[src/rtl/lane_sizer_pkg.sv]
package lane_sizer_pkg;
  localparam int BYTE_W = 8;
  localparam int LANES  = 2;
  localparam int DATA_W = BYTE_W * LANES;

  typedef enum logic [1:0] {
    ST_IDLE,
    ST_STROBE,
    ST_SIZE,
    ST_XFER
  } sizerState_t;

  // strobes and levels from control to datapath
  typedef struct packed {
    logic accept;
    logic sampleWidth;
    logic capture;
    logic secondPhase;
    logic dataPhase;
    logic active;
  } sizerCtl_t;
endpackage

[src/rtl/lane_sizer_ctrl.sv]
module lane_sizer_ctrl
  import lane_sizer_pkg::*;
(
  input  logic      clk,
  input  logic      rstN,
  input  logic      reqValid,
  input  logic      reqIllegal,
  input  logic      needSplit,
  input  logic      busReady,
  output sizerCtl_t ctl,
  output logic      busAddrStb,
  output logic      reqDone,
  output logic      reqErr,
  output logic      busy
);
  sizerState_t state;
  logic        phase2;

  always_comb begin
    ctl             = '0;
    ctl.accept      = (state == ST_IDLE) && reqValid && !reqIllegal;
    ctl.sampleWidth = (state == ST_SIZE) && !phase2;
    ctl.capture     = (state == ST_XFER) && busReady;
    ctl.secondPhase = phase2;
    ctl.dataPhase   = (state == ST_XFER);
    ctl.active      = (state != ST_IDLE);
    busAddrStb      = (state == ST_STROBE);
    busy            = (state != ST_IDLE);
  end

  always_ff @(posedge clk) begin
    if (!rstN) begin
      state   <= ST_IDLE;
      phase2  <= 1'b0;
      reqDone <= 1'b0;
      reqErr  <= 1'b0;
    end else begin
      reqDone <= 1'b0;
      reqErr  <= 1'b0;
      case (state)
        ST_IDLE: begin
          phase2 <= 1'b0;
          if (reqValid) begin
            if (reqIllegal) reqErr <= 1'b1;
            else            state  <= ST_STROBE;
          end
        end
        ST_STROBE: state <= ST_SIZE;
        ST_SIZE:   state <= ST_XFER;
        ST_XFER: begin
          if (busReady) begin
            if (needSplit && !phase2) begin
              phase2 <= 1'b1;
              state  <= ST_STROBE;
            end else begin
              state   <= ST_IDLE;
              reqDone <= 1'b1;
            end
          end
        end
        default: state <= ST_IDLE;
      endcase
    end
  end
endmodule

[src/rtl/lane_sizer_dp.sv]
module lane_sizer_dp
  import lane_sizer_pkg::*;
#(
  parameter int ADDR_W = 24
) (
  input  logic              clk,
  input  logic              rstN,
  input  sizerCtl_t         ctl,
  input  logic [ADDR_W-1:0] reqAddr,
  input  logic              reqHiEnN,
  input  logic              reqWrite,
  input  logic [DATA_W-1:0] reqWdata,
  input  logic              regionWide,
  input  logic              busWide,
  input  logic [DATA_W-1:0] busRdata,
  output logic              reqIllegal,
  output logic              needSplit,
  output logic [ADDR_W-1:0] busAddr,
  output logic              busHiEnN,
  output logic              busWrite,
  output logic [DATA_W-1:0] busWdata,
  output logic              busDataOe,
  output logic              busWideDrv,
  output logic [DATA_W-1:0] reqRdata
);
  logic [ADDR_W-1:0] addrQ;
  logic              hiEnNQ, writeQ, forceQ, wideQ;
  logic [DATA_W-1:0] wdataQ;
  logic              wordQ, upperByteAccess, laneSwap;

  always_ff @(posedge clk) begin
    if (!rstN) begin
      addrQ  <= '0;
      hiEnNQ <= 1'b1;
      writeQ <= 1'b0;
      wdataQ <= '0;
      forceQ <= 1'b0;
      wideQ  <= 1'b0;
    end else if (ctl.accept) begin
      addrQ  <= reqAddr;
      hiEnNQ <= reqHiEnN;
      writeQ <= reqWrite;
      wdataQ <= reqWdata;
      forceQ <= regionWide;
      wideQ  <= 1'b0;
    end else if (ctl.sampleWidth) begin
      wideQ <= busWide | forceQ;
    end
  end

  always_comb begin
    reqIllegal      = reqHiEnN & reqAddr[0];
    wordQ           = !hiEnNQ && !addrQ[0];
    needSplit       = wordQ && !wideQ;
    upperByteAccess = ctl.secondPhase || addrQ[0];
    laneSwap        = !wideQ && upperByteAccess;
    busAddr         = {addrQ[ADDR_W-1:1], addrQ[0] | ctl.secondPhase};
    busHiEnN        = hiEnNQ | ctl.secondPhase;
    busWrite        = writeQ && ctl.active;
    busDataOe       = writeQ && ctl.dataPhase;
    busWideDrv      = forceQ && ctl.active;
    busWdata        = {wdataQ[DATA_W-1:BYTE_W],
                       laneSwap ? wdataQ[DATA_W-1:BYTE_W] : wdataQ[BYTE_W-1:0]};
  end

  for (genvar g = 0; g < LANES; g++) begin : gLane
    logic              laneReq, laneTake;
    logic [BYTE_W-1:0] laneSrc, laneQ;

    always_comb begin
      laneReq  = (g == 0) ? !addrQ[0] : !hiEnNQ;
      laneTake = wideQ ? laneReq : (upperByteAccess == (g == 1));
      laneSrc  = wideQ ? busRdata[g*BYTE_W +: BYTE_W] : busRdata[BYTE_W-1:0];
    end

    always_ff @(posedge clk) begin
      if (!rstN)                        laneQ <= '0;
      else if (ctl.accept)              laneQ <= '0;
      else if (ctl.capture && laneTake) laneQ <= laneSrc;
    end

    assign reqRdata[g*BYTE_W +: BYTE_W] = laneQ;
  end
endmodule

[src/rtl/lane_sizer.sv]
module lane_sizer
  import lane_sizer_pkg::*;
#(
  parameter int ADDR_W = 24
) (
  input  logic              clk,
  input  logic              rstN,
  input  logic              reqValid,
  input  logic [ADDR_W-1:0] reqAddr,
  input  logic              reqHiEnN,
  input  logic              reqWrite,
  input  logic [15:0]       reqWdata,
  output logic [15:0]       reqRdata,
  output logic              reqDone,
  output logic              reqErr,
  input  logic              regionWide,
  output logic [ADDR_W-1:0] busAddr,
  output logic              busHiEnN,
  output logic              busAddrStb,
  output logic              busWrite,
  output logic [15:0]       busWdata,
  output logic              busDataOe,
  input  logic [15:0]       busRdata,
  input  logic              busWide,
  output logic              busWideDrv,
  input  logic              busReady
);
  sizerCtl_t ctl;
  logic      reqIllegal, needSplit, sizerBusy;

  lane_sizer_ctrl u_ctrl (
    .clk        (clk),
    .rstN       (rstN),
    .reqValid   (reqValid),
    .reqIllegal (reqIllegal),
    .needSplit  (needSplit),
    .busReady   (busReady),
    .ctl        (ctl),
    .busAddrStb (busAddrStb),
    .reqDone    (reqDone),
    .reqErr     (reqErr),
    .busy       (sizerBusy)
  );

  lane_sizer_dp #(.ADDR_W(ADDR_W)) u_dp (
    .clk        (clk),
    .rstN       (rstN),
    .ctl        (ctl),
    .reqAddr    (reqAddr),
    .reqHiEnN   (reqHiEnN),
    .reqWrite   (reqWrite),
    .reqWdata   (reqWdata),
    .regionWide (regionWide),
    .busWide    (busWide),
    .busRdata   (busRdata),
    .reqIllegal (reqIllegal),
    .needSplit  (needSplit),
    .busAddr    (busAddr),
    .busHiEnN   (busHiEnN),
    .busWrite   (busWrite),
    .busWdata   (busWdata),
    .busDataOe  (busDataOe),
    .busWideDrv (busWideDrv),
    .reqRdata   (reqRdata)
  );
endmodule

[config.mk]
export PLATFORM = sky130hd
export DESIGN_NAME = lane_sizer
export DESIGN_NICKNAME = d
export VERILOG_FILES = /design/src/rtl/lane_sizer_pkg.sv /design/src/rtl/lane_sizer_ctrl.sv /design/src/rtl/lane_sizer_dp.sv /design/src/rtl/lane_sizer.sv
export SDC_FILE = /design/constraint.sdc
export NUM_CORES = 1
export LEC_CHECK = 0
export BUFFER_PORTS_ARGS = -buffer_cell sky130_fd_sc_hd__buf_2
export CAP_MARGIN = 25
export CORE_UTILIZATION = 30
export CTS_CLUSTER_DIAMETER = 50
export DETAILED_ROUTE_END_ITERATION = 16
export SYNTH_ARGS = -nofsm -noshare
export SYNTH_HDL_FRONTEND = slang
export SYNTH_SLANG_ARGS = --single-unit
[constraint.sdc]
create_clock -name clk -period 1.56 [get_ports clk]
set_clock_uncertainty 0.1 [all_clocks]
set_input_delay 0.312 -clock clk [delete_from_list [all_inputs] [get_ports clk]]
set_output_delay 0.312 -clock clk [all_outputs]
set_load 0.02 [all_outputs]
# After elaboration in Yosys (flattened, before gate mapping)
# Cells that the tools add are included.
[word_totals]
elab_cells = 66
out_inout_bits = 63
input_bits = 64
regBits = 65
[op_classes]
eq_ne = 7
bitwise_logic = 6
n_reduce_logical = 27
mux = 14
[ops]
columns = ["cell", "n"]
rows = [
  ["8-bit 2-to-1 mux", 2],
  ["1-bit logical AND", 13],
  ["3-bit AND reduction", 4],
  ["2-bit inequality test, second input constant", 4],
  ["2-bit case mux with 4 select lines", 1],
  ["1-bit 2-to-1 mux", 7],
  ["2-bit 2-to-1 mux", 3],
  ["1-bit zero test", 5],
  ["2-bit == test, second input constant", 2],
  ["2-bit nonzero test", 2],
  ["1-bit bitwise OR", 3],
  ["2-bit by 1-bit == test with 1-bit output, second input constant", 1],
  ["2-bit zero test", 1],
  ["1-bit NOT", 2],
  ["1-bit case mux with 2 select lines", 1],
  ["2-bit OR reduction", 1],
  ["1-bit AND", 1],
  ["1-bit logical OR", 1],
]

# Longest topological paths before layout
[logic_depth]
word_depth = 7
ltp_mapped = 8
mapped_depth_nobuf = 5

# Cells and area by module
# A second synthesis with hierarchy kept.
[hier_totals]
cells_unflattened = 304
area_unflattened_um2 = 3129.3
[modules_own_cells]
columns = ["mod", "instances", "cells_each", "area_each_um2", "seq_area_each_um2"]
rows = [
  ["lane_sizer_dp", 1, 268, 2802.7, 1201.2],
  ["lane_sizer_ctrl", 1, 36, 326.6, 100.1],
]

# Worst setup path after synthesis
# OpenSTA, ideal clock, no wires.
[synth_path]
path_type = "register to output"
from = "reg u_ctrl.phase2"
to = "out busWdata[0]"
setup_slack_ps = -26
t_arrival_ps = 1174
path_buffers = 1
required_time_ps = 1148
stages_incl_launch_ff = 5
path_cell_list = "dfxtp_1 -> or2_1 -> nand2b_1 -> buf_4 -> mux2_4"
[synth_via]
elab_chain_len = 3
[synth_lines]
columns = ["item", "line_no", "rtl"]
rows = [
  ["from (decl)", "lane_sizer_ctrl.sv:17", "logic phase2;"],
  ["from (signal assigned)", "lane_sizer_ctrl.sv:34", "phase2 <= 1'b0;"],
  ["from (signal assigned)", "lane_sizer_ctrl.sv:42", "phase2 <= 1'b0;"],
  ["from (signal assigned)", "lane_sizer_ctrl.sv:53", "phase2 <= 1'b1;"],
  ["1-bit logical OR", "lane_sizer_dp.sv:55", "upperByteAccess = ctl.secondPhase || addrQ[0];"],
  ["via u_dp.upperByteAccess", "lane_sizer_dp.sv:29", "logic wordQ, upperByteAccess, laneSwap;"],
  ["1-bit logical AND", "lane_sizer_dp.sv:56", "laneSwap = !wideQ && upperByteAccess;"],
  ["8-bit 2-to-1 mux", "lane_sizer_dp.sv:63", "laneSwap ? wdataQ[DATA_W-1:BYTE_W] : wdataQ[BYTE_W-1:0]};"],
  ["to (decl)", "lane_sizer.sv:21", "output logic [15:0] busWdata,"],
]
# The timed path passes the listed nets, and every way through them passes these cells.

# Final worst setup path
[layout_path]
from = "reg u_dp.addrQ[0]"
to = "out busWdata[6]"
[layout_via]
elab_chain_len = 3
[layout_lines]
columns = ["item", "line_no", "rtl"]
rows = [
  ["from (decl)", "lane_sizer_dp.sv:26", "logic [ADDR_W-1:0] addrQ;"],
  ["from (signal assigned)", "lane_sizer_dp.sv:40", "addrQ <= reqAddr;"],
  ["1-bit logical OR", "lane_sizer_dp.sv:55", ""],
  ["1-bit logical AND", "lane_sizer_dp.sv:56", ""],
  ["8-bit 2-to-1 mux", "lane_sizer_dp.sv:63", ""],
]
# Every way passes these cells.

==> impl_table.tex <==
\begin{tabular}{lr}
\hline
Metric & Value \\
\hline
\multicolumn{2}{l}{\textbf{Outcome}} \\
Outcome & finished with violations \\
Failing checks & setup timing \\
\multicolumn{2}{l}{\textbf{Detailed routing}} \\
Average detailed-routed wire length per instance & around 15 µm \\
First-pass iteration count of the detailed router & 4 \\
Total number of vias & approximately 3100 \\
Total routed wirelength & 9569 µm \\
Number of vias per cell after detailed routing & about 5 \\
Remaining number of nets flagged by the antenna check after routing & 0 \\
First-iteration detailed-routing DRC count & around 160 \\
Drt drc & 0 \\
\multicolumn{2}{l}{\textbf{STA}} \\
Tmin final & between 2 and 2.5 ns \\
Share of the clock period used by the worst path after layout & 1.287 \\
Final Hold Viols & 0 \\
Smallest setup slack after layout & -0.4484 ns \\
Max-slew violation count & 0 \\
RSZ-0062 raised after global routing & true \\
Pin slew with the least headroom to its limit & roughly 0.4 ns \\
Highest Clock Rate & approximately 500 MHz \\
Worst max-slew margin expressed relative to the limit & 0.7339 \\
Count of final setup violators & 12 \\
Tightest hold margin & 0.1100 ns \\
\multicolumn{2}{l}{\textbf{GRT}} \\
Via count of the first global-routing pass & between 2000 and 3000 \\
All-Layer GR Usage & 0.1655 \\
Wire length of the first global-routing pass & around 14000 µm \\
Number of antenna violations at the first check in global routing & 0 \\
Maximum number of pins on one net before global-route repair & 39 \\
Overflow after GRT & 0 \\
\multicolumn{2}{l}{\textbf{Die}} \\
Starting Density & 0.3072 \\
Area enclosed by the die boundary & roughly 11000 µm² \\
Core footprint & just over 10000 µm² \\
Site row count & 37 \\
Number of primary I/O pins & between 100 and 150 \\
Chip height & approximately 100 µm \\
DIE WIDTH & about 100 µm \\
\multicolumn{2}{l}{\textbf{Synthesis}} \\
Register bit count reported by yosys & 65 \\
Post-Synthesis Cell Area & roughly 3200 µm² \\
Most area-consuming cells after synthesis & sky130\_fd\_sc\_hd\_\_dfxtp\_1 41\%, sky130\_fd\_sc\_hd\_\_a21oi\_1 8.6\%, sky130\_fd\_sc\_hd\_\_nand3\_1 8.1\%, sky130\_fd\_sc\_hd\_\_o21ai\_0 8.1\%, sky130\_fd\_sc\_hd\_\_buf\_4 8.1\% \\
Number of warning messages in the yosys log & 0 \\
Post-synthesis net count & around 440 \\
Most used standard cell by instance count after synthesis & sky130\_fd\_sc\_hd\_\_dfxtp\_1 \\
Count of different cell masters after synthesis & 39 \\
Fraction of post-synthesis cell area in the top cell type by area & 0.4122 \\
Post-synth top area cell & sky130\_fd\_sc\_hd\_\_dfxtp\_1 \\
Leading register cell type out of synthesis & sky130\_fd\_sc\_hd\_\_dfxtp\_1 \\
Cells after Synth & 374 \\
Portion of the post-synthesis area used by sequential elements & 0.4122 \\
Commonest cells in the netlist & 65 x sky130\_fd\_sc\_hd\_\_dfxtp\_1, 54 x sky130\_fd\_sc\_hd\_\_a21oi\_1, 51 x sky130\_fd\_sc\_hd\_\_nand3\_1, 51 x sky130\_fd\_sc\_hd\_\_o21ai\_0, 34 x sky130\_fd\_sc\_hd\_\_buf\_4 \\
Number of enable flip-flop cells after synthesis & 0 \\
FFs w/ async S/R, synth & 0 \\
Mean instance size in the synthesized netlist & 8.441 µm² \\
\multicolumn{2}{l}{\textbf{Setup path}} \\
Startpoint types & flop \\
Launching instance or port of the critical path & u\_dp.addrQ[0] \\
Crit Path Class & reg2out \\
CP required & approximately 1.2 ns \\
Worst Setup End Kind & output pin \\
Worst reg-to-reg path cell count & 6 \\
Max FO, Critical Path & 8 \\
Crit Reg-Reg Endpoint & u\_dp.gLane[1].laneQ[1] \\
Crit path capture & busWdata[6] \\
Crit path arrival time & $\sim$1.6 ns \\
R2R setup slack & 0.03 ns \\
Reg2Reg Launch Point & u\_ctrl.phase2 \\
\multicolumn{2}{l}{\textbf{Run}} \\
Max-cap violation count & 0 \\
\multicolumn{2}{l}{\textbf{Clock tree}} \\
Number of hold buffers added after CTS & 0 \\
Cell at the root of the clock tree & sky130\_fd\_sc\_hd\_\_clkbuf\_8 \\
Total clock sinks & between 60 and 70 \\
Clock buffers created by TritonCTS & 9 \\
Clk\_lat worst skew & approximately 0.34 ns \\
Clock-pin transition on the worst setup and hold timing paths & approximately 0.070 ns \\
Max H-tree Level & 3 \\
Maximum buffer depth of the clock tree & 2 \\
Clock tree from TritonCTS & built \\
\multicolumn{2}{l}{\textbf{Final layout}} \\
Syn-to-layout area delta & 45.07\% \\
Layout net count & between 500 and 600 \\
Final Util & 0.4456 \\
Proportion of layout cells with a drive suffix above 1 & 0.5031 \\
Antenna fix cells & 0 \\
Final Cell Area & 4579 µm² \\
Final Instance Count excl. Fillers & approximately 630 \\
\multicolumn{2}{l}{\textbf{Place}} \\
Routability congestion estimate & between 0.7 and 0.8 \\
Placed Instance Area & 3789 µm² \\
Count of input and output buffers & 126 \\
Count of placed standard cells including taps & 597 \\
DPL Wire Length & between 6000 and 7000 µm \\
\multicolumn{2}{l}{\textbf{Power and ir drop}} \\
Power, Total & 0.006373 W \\
Maximum VDD drop & approximately 0.46 mV \\
LEAKAGE & 1.920 nW \\
Power per cell area & $\sim$1400 nW/µm² \\
\multicolumn{2}{l}{\textbf{Min path}} \\
Worst hold path class & in2reg \\
\hline
\end{tabular}
[power breakdown]
| part | switching, W | internal [W] |
|---|---|---|
| Combinational | 0.00152 | 0.00139 |
| Clock | 0.000643 | 0.000779 |
| Sequential | 0.000150 | 0.00189 |
| Total | 0.00232 | 0.00405 |
[placed cells by master, fill, tap and decap left out, types with 2 or more instances in the layout]
cell type | netlist | final
sky130_fd_sc_hd__buf_2 | 9 | 112
sky130_fd_sc_hd__dfxtp_1 | 65 | 61
sky130_fd_sc_hd__a21oi_1 | 54 | 43
sky130_fd_sc_hd__nand3_1 | 51 | 42
sky130_fd_sc_hd__o21ai_0 | 51 | 39
sky130_fd_sc_hd__buf_6 | 2 | 22
sky130_fd_sc_hd__buf_4 | 34 | 21
sky130_fd_sc_hd__o21ai_1 | 0 | 11
sky130_fd_sc_hd__a21oi_2 | 0 | 11
sky130_fd_sc_hd__nor3_1 | 10 | 10
sky130_fd_sc_hd__clkbuf_8 | 0 | 10
sky130_fd_sc_hd__mux2_4 | 8 | 8
sky130_fd_sc_hd__mux2_2 | 8 | 8
sky130_fd_sc_hd__a31oi_1 | 8 | 7
sky130_fd_sc_hd__nand3_2 | 0 | 5
sky130_fd_sc_hd__buf_12 | 0 | 5
sky130_fd_sc_hd__nand2b_1 | 4 | 4
sky130_fd_sc_hd__nand2_1 | 5 | 4
sky130_fd_sc_hd__nand3_4 | 0 | 4
sky130_fd_sc_hd__nor4_2 | 0 | 4
sky130_fd_sc_hd__nor4_1 | 9 | 4
sky130_fd_sc_hd__and2_4 | 0 | 3
sky130_fd_sc_hd__and2_1 | 5 | 3
sky130_fd_sc_hd__inv_1 | 5 | 3
sky130_fd_sc_hd__ha_4 | 0 | 3
sky130_fd_sc_hd__clkbuf_1 | 11 | 3
sky130_fd_sc_hd__clkbuf_16 | 0 | 3
sky130_fd_sc_hd__inv_4 | 0 | 2
sky130_fd_sc_hd__nor2b_1 | 3 | 2
sky130_fd_sc_hd__nor2_1 | 2 | 2
sky130_fd_sc_hd__o21ai_2 | 1 | 2
sky130_fd_sc_hd__clkinv_2 | 0 | 2
sky130_fd_sc_hd__buf_8 | 0 | 2
sky130_fd_sc_hd__dfxtp_2 | 0 | 2
sky130_fd_sc_hd__dfxtp_4 | 0 | 2
[per-stage QoR]
stage / setup TNS (ns) / worst slack, ns
6_report: -3.802 / -0.4484
5_1_grt: -4.813 / -0.5263
4_1_cts: -4.068 / -0.4745
3_5_place_dp: -3.685 / -0.1113
3_3_place_gp: -1.511 / -0.09762
2_1_floorplan: 0 / 0.01734
[how the worst min path moves through the flow]
| stage | from | endpoint | slack [ns] | cells after the start |
|---|---|---|---|---|
| after floorplan | rstN | u_dp.hiEnNQ | 0.29 | 1 |
| after global placement | u_dp.addrQ[20] | u_dp.addrQ[20] | 0.36 | 2 |
| after detailed placement | u_dp.addrQ[11] | u_dp.addrQ[11] | 0.36 | 2 |
| after CTS | rstN | u_dp.hiEnNQ | 0.09 | 2 |
| after global routing | rstN | u_dp.hiEnNQ | 0.1 | 2 |
| final | reqAddr[18] | u_dp.addrQ[18] | 0.11 | 3 |
[cell families (layout without fill, tap and decap cells)]
| group | count (synthesis) | in the layout | share of synthesized area |
|---|---|---|---|
| simple gates | 98 | 99 | 0.1673 |
| buf+inv | 71 | 187 | 0.1352 |
| compound gates | 120 | 120 | 0.2029 |
| mux | 16 | 16 | 0.06659 |
| fa+ha+maj | 4 | 4 | 0.01585 |
| flops | 65 | 65 | 0.4122 |
[what timing repair did]
action,4_1_cts,5_1_grt
gates resized for setup,48,73
cloned,0,6
pin swaps,4,25
setup buffers,6,4
setup endpoints to repair,69,72
[layer usage]
metal  share of wire  up-vias  global-route usage
li1                -     1533                   -
met1            0.45     1488              0.2094
met2            0.49       94              0.2687
met3           0.042       16             0.03868
met4           0.016        0             0.07143
met5               0        -                   0
[critical path, stage by stage (launching register included)]
cell and delay (ns):
sky130_fd_sc_hd__dfxtp_2 0.32, sky130_fd_sc_hd__or2_1 0.23, sky130_fd_sc_hd__nand2b_1 0.12, sky130_fd_sc_hd__buf_12 0.15, sky130_fd_sc_hd__mux2_4 0.31, sky130_fd_sc_hd__buf_6 0.13
[registers in the layout (all words and copies together) (netlist names)]
signal / flops
u_dp.addrQ: 24
u_dp.writeQ: 1
u_dp.wideQ: 1
u_dp.forceQ: 1
u_dp.gLane.laneQ: 16
u_ctrl.reqErr: 1
u_dp.hiEnNQ: 1
u_ctrl.reqDone: 1
u_ctrl.state: 2
u_dp.wdataQ: 16
u_ctrl.phase2: 1
[layout make-up]
| type | count | area [µm²] |
|---|---|---|
| tap | 136 | 170.2 |
| multi-input combinational | 239 | 1710 |
| inverter | 6 | 27.53 |
| fill | 1030 | 5698 |
| sequential | 65 | 1311 |
| timing repair buffer | 165 | 1171 |
| clock buffer | 13 | 148.9 |
| clock inverter | 3 | 40.04 |
No activity file was read; power rests on OpenSTA's default activity.
